**src/rtl/i80_wr_pkg.sv**
```systemverilog
package i80_wr_pkg;

  parameter int unsigned PH_W = 4;

  typedef enum logic [2:0] {
    PH_IDLE  = 3'd0,
    PH_ADDR  = 3'd1,
    PH_CSSU  = 3'd2,
    PH_ACT   = 3'd3,
    PH_HOLD  = 3'd4
  } phase_e;

  typedef struct packed {
    logic [PH_W-1:0] addr_setup;
    logic [PH_W-1:0] cs_to_wr;
    logic [PH_W-1:0] wr_low;
    logic [PH_W-1:0] wr_to_cs;
  } timing_t;

endpackage

```
**src/rtl/i80_phase_ctrl.sv**
```systemverilog
module i80_phase_ctrl
  import i80_wr_pkg::*;
(
  input  logic    clk,
  input  logic    rst_n,
  input  logic    req_valid,
  input  timing_t cfg_in,
  output logic    accept,
  output logic    idle,
  output phase_e  phase_nxt
);

  phase_e          phase_q, phase_d;
  logic [PH_W-1:0] cnt_q, cnt_d;
  timing_t         tim_q, tim_d;
  logic            cnt_en;
  logic            tim_en;

  function automatic logic [PH_W-1:0] phase_len(input phase_e ph, input timing_t t);
    case (ph)
      PH_ADDR: phase_len = t.addr_setup;
      PH_CSSU: phase_len = t.cs_to_wr;
      PH_ACT:  phase_len = t.wr_low;
      PH_HOLD: phase_len = t.wr_to_cs;
      default: phase_len = '0;
    endcase
  endfunction

  function automatic phase_e phase_after(input phase_e ph);
    case (ph)
      PH_ADDR: phase_after = PH_CSSU;
      PH_CSSU: phase_after = PH_ACT;
      PH_ACT:  phase_after = PH_HOLD;
      default: phase_after = PH_IDLE;
    endcase
  endfunction

  assign idle   = (phase_q == PH_IDLE);
  assign accept = idle && req_valid;

  // next-state logic
  always_comb begin
    phase_d = phase_q;
    cnt_d   = cnt_q;
    tim_d   = tim_q;
    cnt_en  = 1'b0;
    tim_en  = 1'b0;
    if (phase_q == PH_IDLE) begin
      if (accept) begin
        phase_d = PH_ADDR;
        tim_d   = cfg_in;
        tim_en  = 1'b1;
        cnt_d   = cfg_in.addr_setup;
        cnt_en  = 1'b1;
      end
    end else begin
      cnt_en = 1'b1;
      if (cnt_q != '0) begin
        cnt_d = cnt_q - 1'b1;
      end else begin
        phase_d = phase_after(phase_q);
        cnt_d   = phase_len(phase_after(phase_q), tim_q);
      end
    end
  end

  assign phase_nxt = phase_d;

  // registers
  always_ff @(posedge clk or negedge rst_n) begin
    if (!rst_n) begin
      phase_q <= PH_IDLE;
      cnt_q   <= '0;
      tim_q   <= '0;
    end else begin
      phase_q <= phase_d;
      if (cnt_en) cnt_q <= cnt_d;
      if (tim_en) tim_q <= tim_d;
    end
  end

  AST_CNT_BOUND: assert property (@(posedge clk) disable iff (!rst_n)
    (phase_q != PH_IDLE) |-> (cnt_q <= phase_len(phase_q, tim_q)));

  AST_CFG_FROZEN: assert property (@(posedge clk) disable iff (!rst_n)
    (phase_q != PH_IDLE && $past(phase_q) != PH_IDLE) |-> $stable(tim_q));

endmodule

```
**src/rtl/i80_bus_regs.sv**
```systemverilog
module i80_bus_regs
  import i80_wr_pkg::*;
#(
  parameter int unsigned DATA_W = 16
) (
  input  logic              clk,
  input  logic              rst_n,
  input  logic              load_en,
  input  logic              dc_in,
  input  logic [DATA_W-1:0] data_in,
  input  phase_e            phase_nxt,
  output logic              dc_q,
  output logic [DATA_W-1:0] data_q,
  output logic              cs_n_q,
  output logic              wr_n_q
);

  logic cs_n_d;
  logic wr_n_d;

  always_comb begin
    cs_n_d = !((phase_nxt == PH_CSSU) || (phase_nxt == PH_ACT) || (phase_nxt == PH_HOLD));
    wr_n_d = (phase_nxt != PH_ACT);
  end

  always_ff @(posedge clk or negedge rst_n) begin
    if (!rst_n) begin
      cs_n_q <= 1'b1;
      wr_n_q <= 1'b1;
    end else begin
      cs_n_q <= cs_n_d;
      wr_n_q <= wr_n_d;
    end
  end

  always_ff @(posedge clk or negedge rst_n) begin
    if (!rst_n) begin
      dc_q   <= 1'b0;
      data_q <= '0;
    end else if (load_en) begin
      dc_q   <= dc_in;
      data_q <= data_in;
    end
  end

endmodule

```
**src/rtl/i80_wr_seq.sv**
```systemverilog
module i80_wr_seq
  import i80_wr_pkg::*;
#(
  parameter int unsigned DATA_W = 16
) (
  input  logic              clk,
  input  logic              rst_n,
  input  logic              req_valid,
  output logic              req_ready,
  input  logic              req_dc,
  input  logic [DATA_W-1:0] req_data,
  input  logic [PH_W-1:0]   cfg_addr_setup,
  input  logic [PH_W-1:0]   cfg_cs_to_wr,
  input  logic [PH_W-1:0]   cfg_wr_low,
  input  logic [PH_W-1:0]   cfg_wr_to_cs,
  output logic              lcd_dc,
  output logic [DATA_W-1:0] lcd_data,
  output logic              lcd_cs_n,
  output logic              lcd_wr_n
);

  timing_t cfg_bus;
  logic    accept;
  logic    idle;
  phase_e  phase_nxt;

  assign cfg_bus = '{addr_setup: cfg_addr_setup, cs_to_wr: cfg_cs_to_wr,
                     wr_low: cfg_wr_low, wr_to_cs: cfg_wr_to_cs};

  i80_phase_ctrl u_ctrl (
    .clk       (clk),
    .rst_n     (rst_n),
    .req_valid (req_valid),
    .cfg_in    (cfg_bus),
    .accept    (accept),
    .idle      (idle),
    .phase_nxt (phase_nxt)
  );

  i80_bus_regs #(.DATA_W(DATA_W)) u_bus (
    .clk       (clk),
    .rst_n     (rst_n),
    .load_en   (accept),
    .dc_in     (req_dc),
    .data_in   (req_data),
    .phase_nxt (phase_nxt),
    .dc_q      (lcd_dc),
    .data_q    (lcd_data),
    .cs_n_q    (lcd_cs_n),
    .wr_n_q    (lcd_wr_n)
  );

  assign req_ready = idle;

  AST_WR_INSIDE_CS: assert property (@(posedge clk) disable iff (!rst_n)
    !lcd_wr_n |-> !lcd_cs_n);

  AST_READY_BUS_IDLE: assert property (@(posedge clk) disable iff (!rst_n)
    req_ready |-> (lcd_cs_n && lcd_wr_n));

  AST_ACCEPT_DROPS_READY: assert property (@(posedge clk) disable iff (!rst_n)
    (req_valid && req_ready) |=> !req_ready);

  AST_BUS_FROZEN: assert property (@(posedge clk) disable iff (!rst_n)
    !lcd_cs_n |-> ($stable(lcd_data) && $stable(lcd_dc)));

  AST_WR_AFTER_CS: assert property (@(posedge clk) disable iff (!rst_n)
    $fell(lcd_wr_n) |-> $past(!lcd_cs_n));

  AST_CS_AFTER_WR: assert property (@(posedge clk) disable iff (!rst_n)
    $rose(lcd_cs_n) |-> $past(lcd_wr_n));

endmodule

```
**config.mk**
```make
export PLATFORM = sky130hd
export DESIGN_NAME = i80_wr_seq
export DESIGN_NICKNAME = d
export VERILOG_FILES = /design/src/rtl/i80_wr_pkg.sv /design/src/rtl/i80_phase_ctrl.sv /design/src/rtl/i80_bus_regs.sv /design/src/rtl/i80_wr_seq.sv
export SDC_FILE = /design/constraint.sdc
export NUM_CORES = 1
export LEC_CHECK = 0
export ABC_CLOCK_PERIOD_IN_PS = 3490
export BUFFER_PORTS_ARGS = -buffer_cell sky130_fd_sc_hd__buf_2
export CAP_MARGIN = 20
export CORE_ASPECT_RATIO = 1.1
export CORE_MARGIN = 10
export CORE_UTILIZATION = 45
export CTS_CLUSTER_SIZE = 25
export DETAILED_ROUTE_END_ITERATION = 8
export GPL_ROUTABILITY_DRIVEN = 0
export GPL_TIMING_DRIVEN = 0
export HOLD_SLACK_MARGIN = 0.05
export PLACE_DENSITY_LB_ADDON = 0.3
export SYNTH_ARGS = -nofsm -noshare
export SYNTH_HDL_FRONTEND = slang
export SYNTH_SLANG_ARGS = --single-unit
```
**constraint.sdc**
```tcl
create_clock -name clk -period 3.49 [get_ports clk]
set_clock_uncertainty 0.1 [all_clocks]
set_input_delay 0.349 -clock clk [delete_from_list [all_inputs] [get_ports clk]]
set_output_delay 0.349 -clock clk [all_outputs]
set_load 0.02 [all_outputs]
```
==> results_dict.tcl, run 1 <==
set metrics [dict create \
    cts_setup_buffers 0 \
    rows 24 \
    synth_area_um2 1900 \
    chipHeight_um 88.1 \
    yosysTopAreaCellShare_pct 47.5 \
    status "finished, final reports clean" \
    vias 1267 \
    p_leak_nw 1.15 \
    grtUsageMet2_pct 20.5 \
    rsz0062_at_grt "no" \
    dp.cells 239 \
    grt_start_max_net_pins 39 \
    ys_ff_latch 38 \
    postSynth.asyncResetShare_pct 100 \
    power.total_mw 2.13 \
    yosysWarningCount 0 \
    grt_use_met3_pct 4.82 \
    busiest_layer "met2" \
    ys_types 34 \
    synth_fa_ha_area_share_pct 1.32 \
    drt-initial-drc-count 91 \
    ys.flop_type "dfrtp_1" \
    overflow 0 \
    yosysTopAreaCell "dfrtp_1" \
    ys_seq_area_share_pct 50.3 \
    slowest_delay_ns 0.40 \
    fmax_mhz 504 \
    crit_type "reg2reg" \
    crit_arrival_ns 2.06 \
    period_needed_ns 1.98 \
    fillers 346 \
    finalCritPeriodShare_pct 56.8 \
    utilization_pct 58.3 \
    hold_viol 0 \
    wire_per_inst_um 16.6 \
    relSlewSlack_pct 46.1 \
    synth_top_family_by_area "multiplexers" \
    timing.rr.end "u_ctrl.cnt_q[2]" \
    cts_hold_buffers 0 \
    cp_slowest_cell "dfrtp_1" \
    syn_area_per_cell_um2 14.3 \
    drive_above_1_share_pct 53.1 \
    min_path_type "in2async" \
    ir_worst_vdd_v 0.000418 \
    core_um2 4020 \
    grt_pass1_wl_um 6870 \
    synth_nets 171 \
    ant_nets 0 \
    ios 56 \
    clock_tree.buffer_depth 2 \
    layout.nets 232 \
    yosys.area_share.simple_pct 6.60 \
    worstMarginPinSlew_ns 0.809 \
    endpoint_kind "flop" \
    start_kind "flop" \
    die_area_um2 7210 \
    dr.pass1.iters 4 \
    synth_compound_area_share_pct 7.06 \
    cts_max_level 2 \
    synth_edf_count 0 \
    drv_cap 0 \
    cts_tree "built" \
    stdcell_count 246 \
    powerDensity_nw_per_um2 907 \
    grtUsageTotal_pct 12.2 \
    r2r_slack_ns 1.51 \
    die_x_um 81.9 \
    worst-path-max-fanout 6 \
    first_global_vias 1449 \
    reg2reg_depth 6 \
    use_met1_pct 13.5 \
    diodes 0 \
    path_cells "inv_1 -> ha_1 -> or3b_1 -> clkbuf_1 -> a211o_1 -> a221oi_1" \
    cp.buffers_inverters 2 \
    root_buffer "clkbuf_8" \
    vias_per_cell 5.15 \
    clk_pin_slew_ns 0.07 \
    synth_xor_area_share_pct 0.462 \
    crit_required_ns 3.57 \
    crit_family "compound AO/OA/AOI/OAI gates" \
    synthTopCellsByArea "dfrtp_1, mux2_4, buf_12" \
    syn_to_final_growth_pct 23.6 \
    postSynthCellCount 133 \
    cts_made_buffers 5 \
    start_util_pct 47.1 \
    critPathLaunch "u_ctrl.cnt_q[0]" \
    synthMuxAreaShare_pct 27.8 \
    placed_area_um2 2230 \
    finalSetupViolCount 0 \
    reg2reg_from "u_ctrl.cnt_q[0]" \
    postRouteWirelength_um 4080 \
    hpwl_um 3160 \
    clk_latency_ns 0.29 \
    drv_slew 0 \
    drc 0 \
    design_area_um2 2340 \
    fin_setup_tns_ns 0 \
    ctsResizeCount 0 \
    numPortBuffers 54 \
    cts_sinks 38 \
    antenna_found_initial 0 \
]
layer usage:
| layer | up-vias | wire, um |
|---|---|---|
| li1 | 594 | - |
| met1 | 617 | 1570 |
| met2 | 49 | 2080 |
| met3 | 7 | 360 |
| met4 | 0 | 72 |
| met5 | - | 0 |
per-stage QoR:
stage,hold WS (ns),worst slack [ns]
2_1_floorplan,-0.0466,1.63
3_3_place_gp,0.383,1.60
3_5_place_dp,0.389,1.54
4_1_cts,0.0839,1.52
5_1_grt,0.131,1.36
6_report,0.0442,1.51
worst max-delay path by stage:
stage	to	slack, ns	cells after the start
finish	u_ctrl.cnt_q[2]	1.51	6
global route	u_ctrl.cnt_q[2]	1.36	6
CTS	u_ctrl.cnt_q[2]	1.52	6
detailed placement	u_ctrl.cnt_q[2]	1.54	6
global placement	u_ctrl.tim_q[10]	1.60	6
floorplan	u_bus.data_q[0]	1.63	7
cell type report:
type	instances	area, um^2	share of cell area, %
plain buffers	9	106	4.54
clock buffers	6	82.6	3.52
clock inverters	1	30.0	1.28
inverters	4	16.3	0.694
multi-input cells	82	821	35.0
flip-flops and latches	38	953	40.7
well taps	52	65.1	2.77
repair buffers	54	270	11.5
synth_stat cells (2+ instances only):
library cell and n:
a211oi_1 2, o21ai_0 2, a22oi_1 2, dfrtp_1 36, a21oi_1 3, mux2i_1 7, inv_1 3, nand2b_1 2
o221ai_1 3, mux2_4 26, clkbuf_1 4, mux2_2 6, nand3_1 2, nand2_1 6, nor2_1 2, dfstp_2 2
buf_12 4, nor2b_1 4, ha_1 2
layout by cell type, fill, tap and decap left out, types with 2 or more instances in the layout:
cell type and n:
mux2_2 6, nand2_1 6, nor2b_1 4, nand2b_1 2, a21oi_1 3, o21ai_0 2, clkbuf_1 4, clkbuf_8 6
buf_2 54, o221ai_1 3, nand3_1 2, dfrtp_1 36, inv_1 3, mux2_4 26, nor2_1 2, ha_1 2
buf_12 4, dfstp_2 2, mux2i_1 7, a211oi_1 2, a22oi_1 2
flip-flops by register name, summed over array words and instances (netlist names):
register,count
u_bus.data_q,16
u_ctrl.tim_q,12
u_ctrl.cnt_q,4
u_ctrl.phase_q,3
u_bus.cs_n_q,1
u_bus.dc_q,1
u_bus.wr_n_q,1
power breakdown:
group / switching, mW / internal [mW]
Combinational: 0.447 / 0.495
Sequential: 0.143 / 0.668
Clock: 0.146 / 0.229
Total: 0.736 / 1.39
logic make-up (layout without fill, tap and decap cells):
kind of cell,count (synthesis),in the layout
buffers and inverters,13,74
multiplexers,39,39
adder cells (fa/ha/maj),2,2
AO/OA/AOI/OAI,18,18
XOR/XNOR,1,1
flip-flops,38,38
AND/OR/NAND/NOR,22,22
Power figures use the tool's default switching activity.
==> run 2, diff against run 1 <==
ABC_CLOCK_PERIOD_IN_PS = 2000   (was 3490)
clock period = 2 ns   (was 3.49 ns; I/O delays follow)
==> results_dict.tcl, run 2 (synthesized netlist as in run 1, its figures left out) <==
set metrics [dict create \
    crit_arrival_ns 2.02 \
    start_kind "flop" \
    dr.pass1.iters 4 \
    p_leak_nw 1.27 \
    crit_family "simple AND/OR/NAND/NOR gates" \
    cp_slowest_cell "dfrtp_1" \
    crit_required_ns 2.08 \
    powerDensity_nw_per_um2 1440 \
    hold-worst-slack_ns 0.0624 \
    crit_type "reg2reg" \
    finalCritPeriodShare_pct 97.0 \
    rsz0062_at_grt "no" \
    numPortBuffers 54 \
    postRouteWirelength_um 4530 \
    grt_pass1_wl_um 7420 \
    antenna_found_initial 0 \
    relSlewSlack_pct 45.5 \
    hold_viol 0 \
    reg.largest.list "u_bus.data_q (16), u_ctrl.tim_q (12), u_ctrl.cnt_q (4)" \
    hpwl_um 3160 \
    vias 1386 \
    drv_cap 0 \
    worst_slack_ns 0.0599 \
    cts_max_level 2 \
    utilization_pct 65.3 \
    cts_sinks 38 \
    largest_reg_flops 16 \
    cpMostUsedCell "buf_12" \
    reg2reg_from "u_ctrl.phase_q[0]" \
    overflow 0 \
    grtUsageTotal_pct 13.3 \
    timing.rr.end "u_ctrl.tim_q[10]" \
    ios 56 \
    clk_pin_slew_ns 0.07 \
    start_util_pct 47.1 \
    wire_per_inst_um 16.6 \
    reg2reg_depth 6 \
    holdPathStages 2 \
    endpoint_kind "flop" \
    finalSetupViolCount 0 \
    diodes 0 \
    cts_tree "built" \
    vias_per_cell 5.08 \
    critPathLaunch "u_ctrl.phase_q[0]" \
    fin_setup_tns_ns 0 \
    grt_start_max_net_pins 39 \
    ant_nets 0 \
    syn_to_final_growth_pct 38.6 \
    status "finished, final reports clean" \
    worst-path-max-fanout 10 \
    drc 0 \
    final_cell_mix "buf_2, dfrtp_1, dlygate4sd3_1" \
    worstMarginPinSlew_ns 0.818 \
    top_register "u_bus.data_q" \
    min_path_type "in2reg" \
    first_global_vias 1538 \
    worstSetupEndpoint "u_ctrl.tim_q[10]" \
    slowest_delay_ns 0.45 \
    rows 24 \
    die_x_um 81.9 \
    r2r_slack_ns 0.06 \
    preCtsSetupSlack_ns 0.0484 \
    cp.buffers_inverters 3 \
    fillers 314 \
    drive_above_1_share_pct 47.5 \
    clk_latency_ns 0.29 \
    stdcell_count 273 \
    critical_path_depth 6 \
    path_cells "or3_4 -> clkinv_2 -> and2_4 -> buf_12 -> buf_12 -> mux2_4" \
    clock_tree.buffer_depth 2 \
    final_common_cell "buf_2" \
    drt-initial-drc-count 76 \
    drv_slew 0 \
    root_buffer "clkbuf_8" \
    ir_worst_vdd_v 0.000833 \
    chipHeight_um 88.1 \
    die_area_um2 7210 \
    fmax_mhz 515 \
    layout.nets 259 \
    core_um2 4020 \
    period_needed_ns 1.94 \
    cts_made_buffers 5 \
    dp.cells 239 \
]
## run 2: changes by cell type in the layout (fill, tap and decap cells not counted), sizes merged
cell,before,now
dlygate4sd3,0,28
clkbuf,10,9
## run 2: how the worst min path moves through the flow
stage                         start          endpoint  slack, ns
floorplan                     rst_n   u_bus.data_q[0]      -0.20
global placement              rst_n   u_bus.data_q[0]       0.23
detailed placement            rst_n   u_bus.data_q[1]       0.25
CTS                 cfg_wr_to_cs[2]   u_ctrl.tim_q[2]       0.05
global route        cfg_wr_to_cs[2]   u_ctrl.tim_q[2]       0.06
finish              cfg_cs_to_wr[2]  u_ctrl.tim_q[10]       0.06
## run 2: through the flow
stage                     instance area [um^2]  power [mW]
after floorplan                           1900        2.61
after global placement                    2230        3.02
after detailed placement                  2230        3.08
after CTS                                 2630        3.80
after global routing                      2630        4.02
final                                     2630        3.79
## run 2: cell type report
type                       count  area [um^2]  share of cell area (%)
multi-input combinational     82          828                    31.5
tap                           52         65.1                    2.48
clock buffer                   6         82.6                    3.14
clock inverter                 1         30.0                    1.14
sequential                    38          953                    36.3
inverter                       4         16.3                   0.619
timing repair buffer          82          551                    20.9
buffer                         8          103                    3.90
## run 2: what timing repair did
action                                  CTS  global route
endpoints found under the setup margin    0             4
hold buffers                             28             0
endpoints found under the hold margin    63             0
buffers inserted                          0             0
gates resized for setup                   0             2
## run 2: metal layers
layer	up-vias	track usage [%]	wire, um
met2	53	22.7	2340
met5	-	0	0
met4	0	5.11	72
li1	651	-	-
met1	675	14.5	1760
met3	7	4.92	365
## run 2: power by group
part	internal [mW]	total (mW)	switching (mW)	leakage, nW
clock network	0.399	0.663	0.264	0.0573
logic	0.908	1.71	0.798	0.756
registers	1.16	1.42	0.257	0.452
total	2.47	3.79	1.32	1.27
==> run 3, diff against run 2 <==
ABC_CLOCK_PERIOD_IN_PS = 1600   (was 2000)
clock period = 1.6 ns   (was 2 ns; I/O delays follow)
==> results_dict.tcl, run 3 (synthesized netlist as in run 1, its figures left out) <==
set metrics [dict create \
    status "finished with violations" \
    violations "setup timing" \
    clk_latency_ns 0.29 \
    drc 0 \
    hold_viol 0 \
    die_x_um 81.9 \
    top_register "u_bus.data_q" \
    path_cells "or3_4 -> clkinv_4 -> and2_4 -> buf_6 -> mux2_4" \
    start_util_pct 47.1 \
    r2r_slack_ns -0.17 \
    relSlewSlack_pct 44.6 \
    power_frac_seq_pct 35.1 \
    clock_tree.buffer_depth 2 \
    start_kind "flop" \
    critPathLaunch "u_ctrl.phase_q[2]" \
    p_leak_nw 1.35 \
    cp.buffers_inverters 2 \
    drt-initial-drc-count 150 \
    grt_pass1_wl_um 8150 \
    rows 24 \
    finalCritPeriodShare_pct 111 \
    cts_tree "built" \
    period_needed_ns 1.77 \
    dr.pass1.iters 4 \
    drive_above_1_share_pct 55.7 \
    final_cell_mix "buf_2, dfrtp_1, dlygate4sd3_1" \
    crit_required_ns 1.68 \
    min_from "cfg_addr_setup[3]" \
    crit_family "simple AND/OR/NAND/NOR gates" \
    chipHeight_um 88.1 \
    clk_pin_slew_ns 0.07 \
    rsz0062_at_grt "yes" \
    worst-path-max-fanout 7 \
    largest_reg_flops 16 \
    vias 1475 \
    reg.largest.list "u_bus.data_q (16), u_ctrl.tim_q (12), u_ctrl.cnt_q (4)" \
    power.internal_mw 3.22 \
    slowest_delay_ns 0.43 \
    reg2reg_from "u_ctrl.phase_q[2]" \
    first_global_vias 1667 \
    grtUsageTotal_pct 14.6 \
    syn_to_final_growth_pct 48.4 \
    crit_arrival_ns 1.85 \
    cts_made_buffers 5 \
    die_area_um2 7210 \
    sw_frac_of_total_pct 36.6 \
    postRouteWirelength_um 5190 \
    drv_slew 0 \
    design_area_um2 2810 \
    cp_slowest_cell "dfrtp_2" \
    drv_cap 0 \
    ir_worst_vdd_v 0.00104 \
    fin_setup_tns_ns -4.53 \
    power.switching_mw 1.86 \
    antenna_found_initial 0 \
    wire_per_inst_um 17.9 \
    hpwl_um 3300 \
    final_common_cell "buf_2" \
    powerDensity_nw_per_um2 1810 \
    ant_nets 0 \
    worst_slack_ns -0.170 \
    vias_per_cell 5.10 \
    power.total_mw 5.09 \
    endpoint_kind "flop" \
    overflow 0 \
    ios 56 \
    finalSetupViolCount 32 \
    fmax_mhz 565 \
    layout.nets 274 \
    grt_start_max_net_pins 39 \
    core_um2 4020 \
    comb_power_share_pct 51.4 \
    min_path_type "in2reg" \
    numPortBuffers 54 \
    root_buffer "clkbuf_8" \
    clkPwrFrac_pct 13.5 \
    placed_area_um2 2250 \
    diodes 0 \
    crit_type "reg2reg" \
    cts_sinks 38 \
    worstMarginPinSlew_ns 0.831 \
    cts_max_level 2 \
]
-- run 3: changes by cell type in the layout (fill, tap and decap cells not counted), moves of 3 or more --
cell,delta
mux2_4,+3
buf_4,+10
mux2_2,-3
buf_6,+7
-- run 3: worst min-delay path: cells and delay by family --
family / cells / cell delay [ns]
AO/OA/AOI/OAI: 1 / 0.11
buffers and inverters: 1 / 0.08
multiplexers: 1 / 0.08
AND/OR/NAND/NOR: 1 / 0.07
-- run 3: through the flow --
stage	worst slack, ns	hold slack (ns)	utilization [%]	instances
finish	-0.170	0.139	69.9	289
floorplan	-0.236	-0.236	-	133
global placement	-0.273	0.192	55.9	239
detailed placement	-0.295	0.204	55.9	239
CTS	-0.276	0.124	68.7	286
global route	-0.196	0.152	69.9	289
-- run 3: power groups by stage --
stage	registers [mW]	clock network (mW)	logic, mW
floorplan	2.02	0	1.28
global placement	1.75	0	2.07
detailed placement	1.79	0	2.11
CTS	1.77	0.700	2.39
global route	1.84	0.749	2.81
finish	1.79	0.684	2.61
-- run 3: final cells by class --
| class | instances | area [um^2] |
|---|---|---|
| Inverter | 4 | 20.0 |
| Fill cell | 284 | 1210 |
| Buffer | 3 | 27.5 |
| Timing Repair Buffer | 102 | 751 |
| Tap cell | 52 | 65.1 |
| Clock buffer | 6 | 82.6 |
| Clock inverter | 2 | 12.5 |
| Sequential cell | 38 | 955 |
| Multi-Input combinational cell | 82 | 901 |
-- run 3: routing by layer --
layer / global-route usage (%) / vias to the layer above / wire [um] / part of all wire, %
li1: - / 679 / - / -
met1: 15.5 / 722 / 2010 / 39
met2: 24.5 / 62 / 2660 / 51
met3: 6.15 / 12 / 390 / 7.5
met4: 6.66 / 0 / 118 / 2.3
met5: 0 / - / 0 / 0
-- run 3: timing repair --
| item | CTS | global route |
|---|---|---|
| buffers inserted | 12 | 7 |
| endpoints found under the setup margin | 39 | 36 |
| gates cloned | 1 | 0 |
| gates resized for setup | 10 | 15 |
| hold endpoints to repair | 65 | 0 |
| hold buffers | 30 | 0 |
| pin swaps | 1 | 5 |
-- run 3: path summary, 6_finish.rpt --
check                                    endpoint  cells past startpoint
worst max-delay path              u_ctrl.tim_q[9]                      5
min in group asynchronous         u_bus.data_q[0]                      2
worst max register to register    u_ctrl.tim_q[9]                      5
worst min register to register    u_ctrl.tim_q[0]                      1
worst min-delay path              u_ctrl.cnt_q[3]                      4
max in group asynchronous       u_ctrl.phase_q[2]                      2
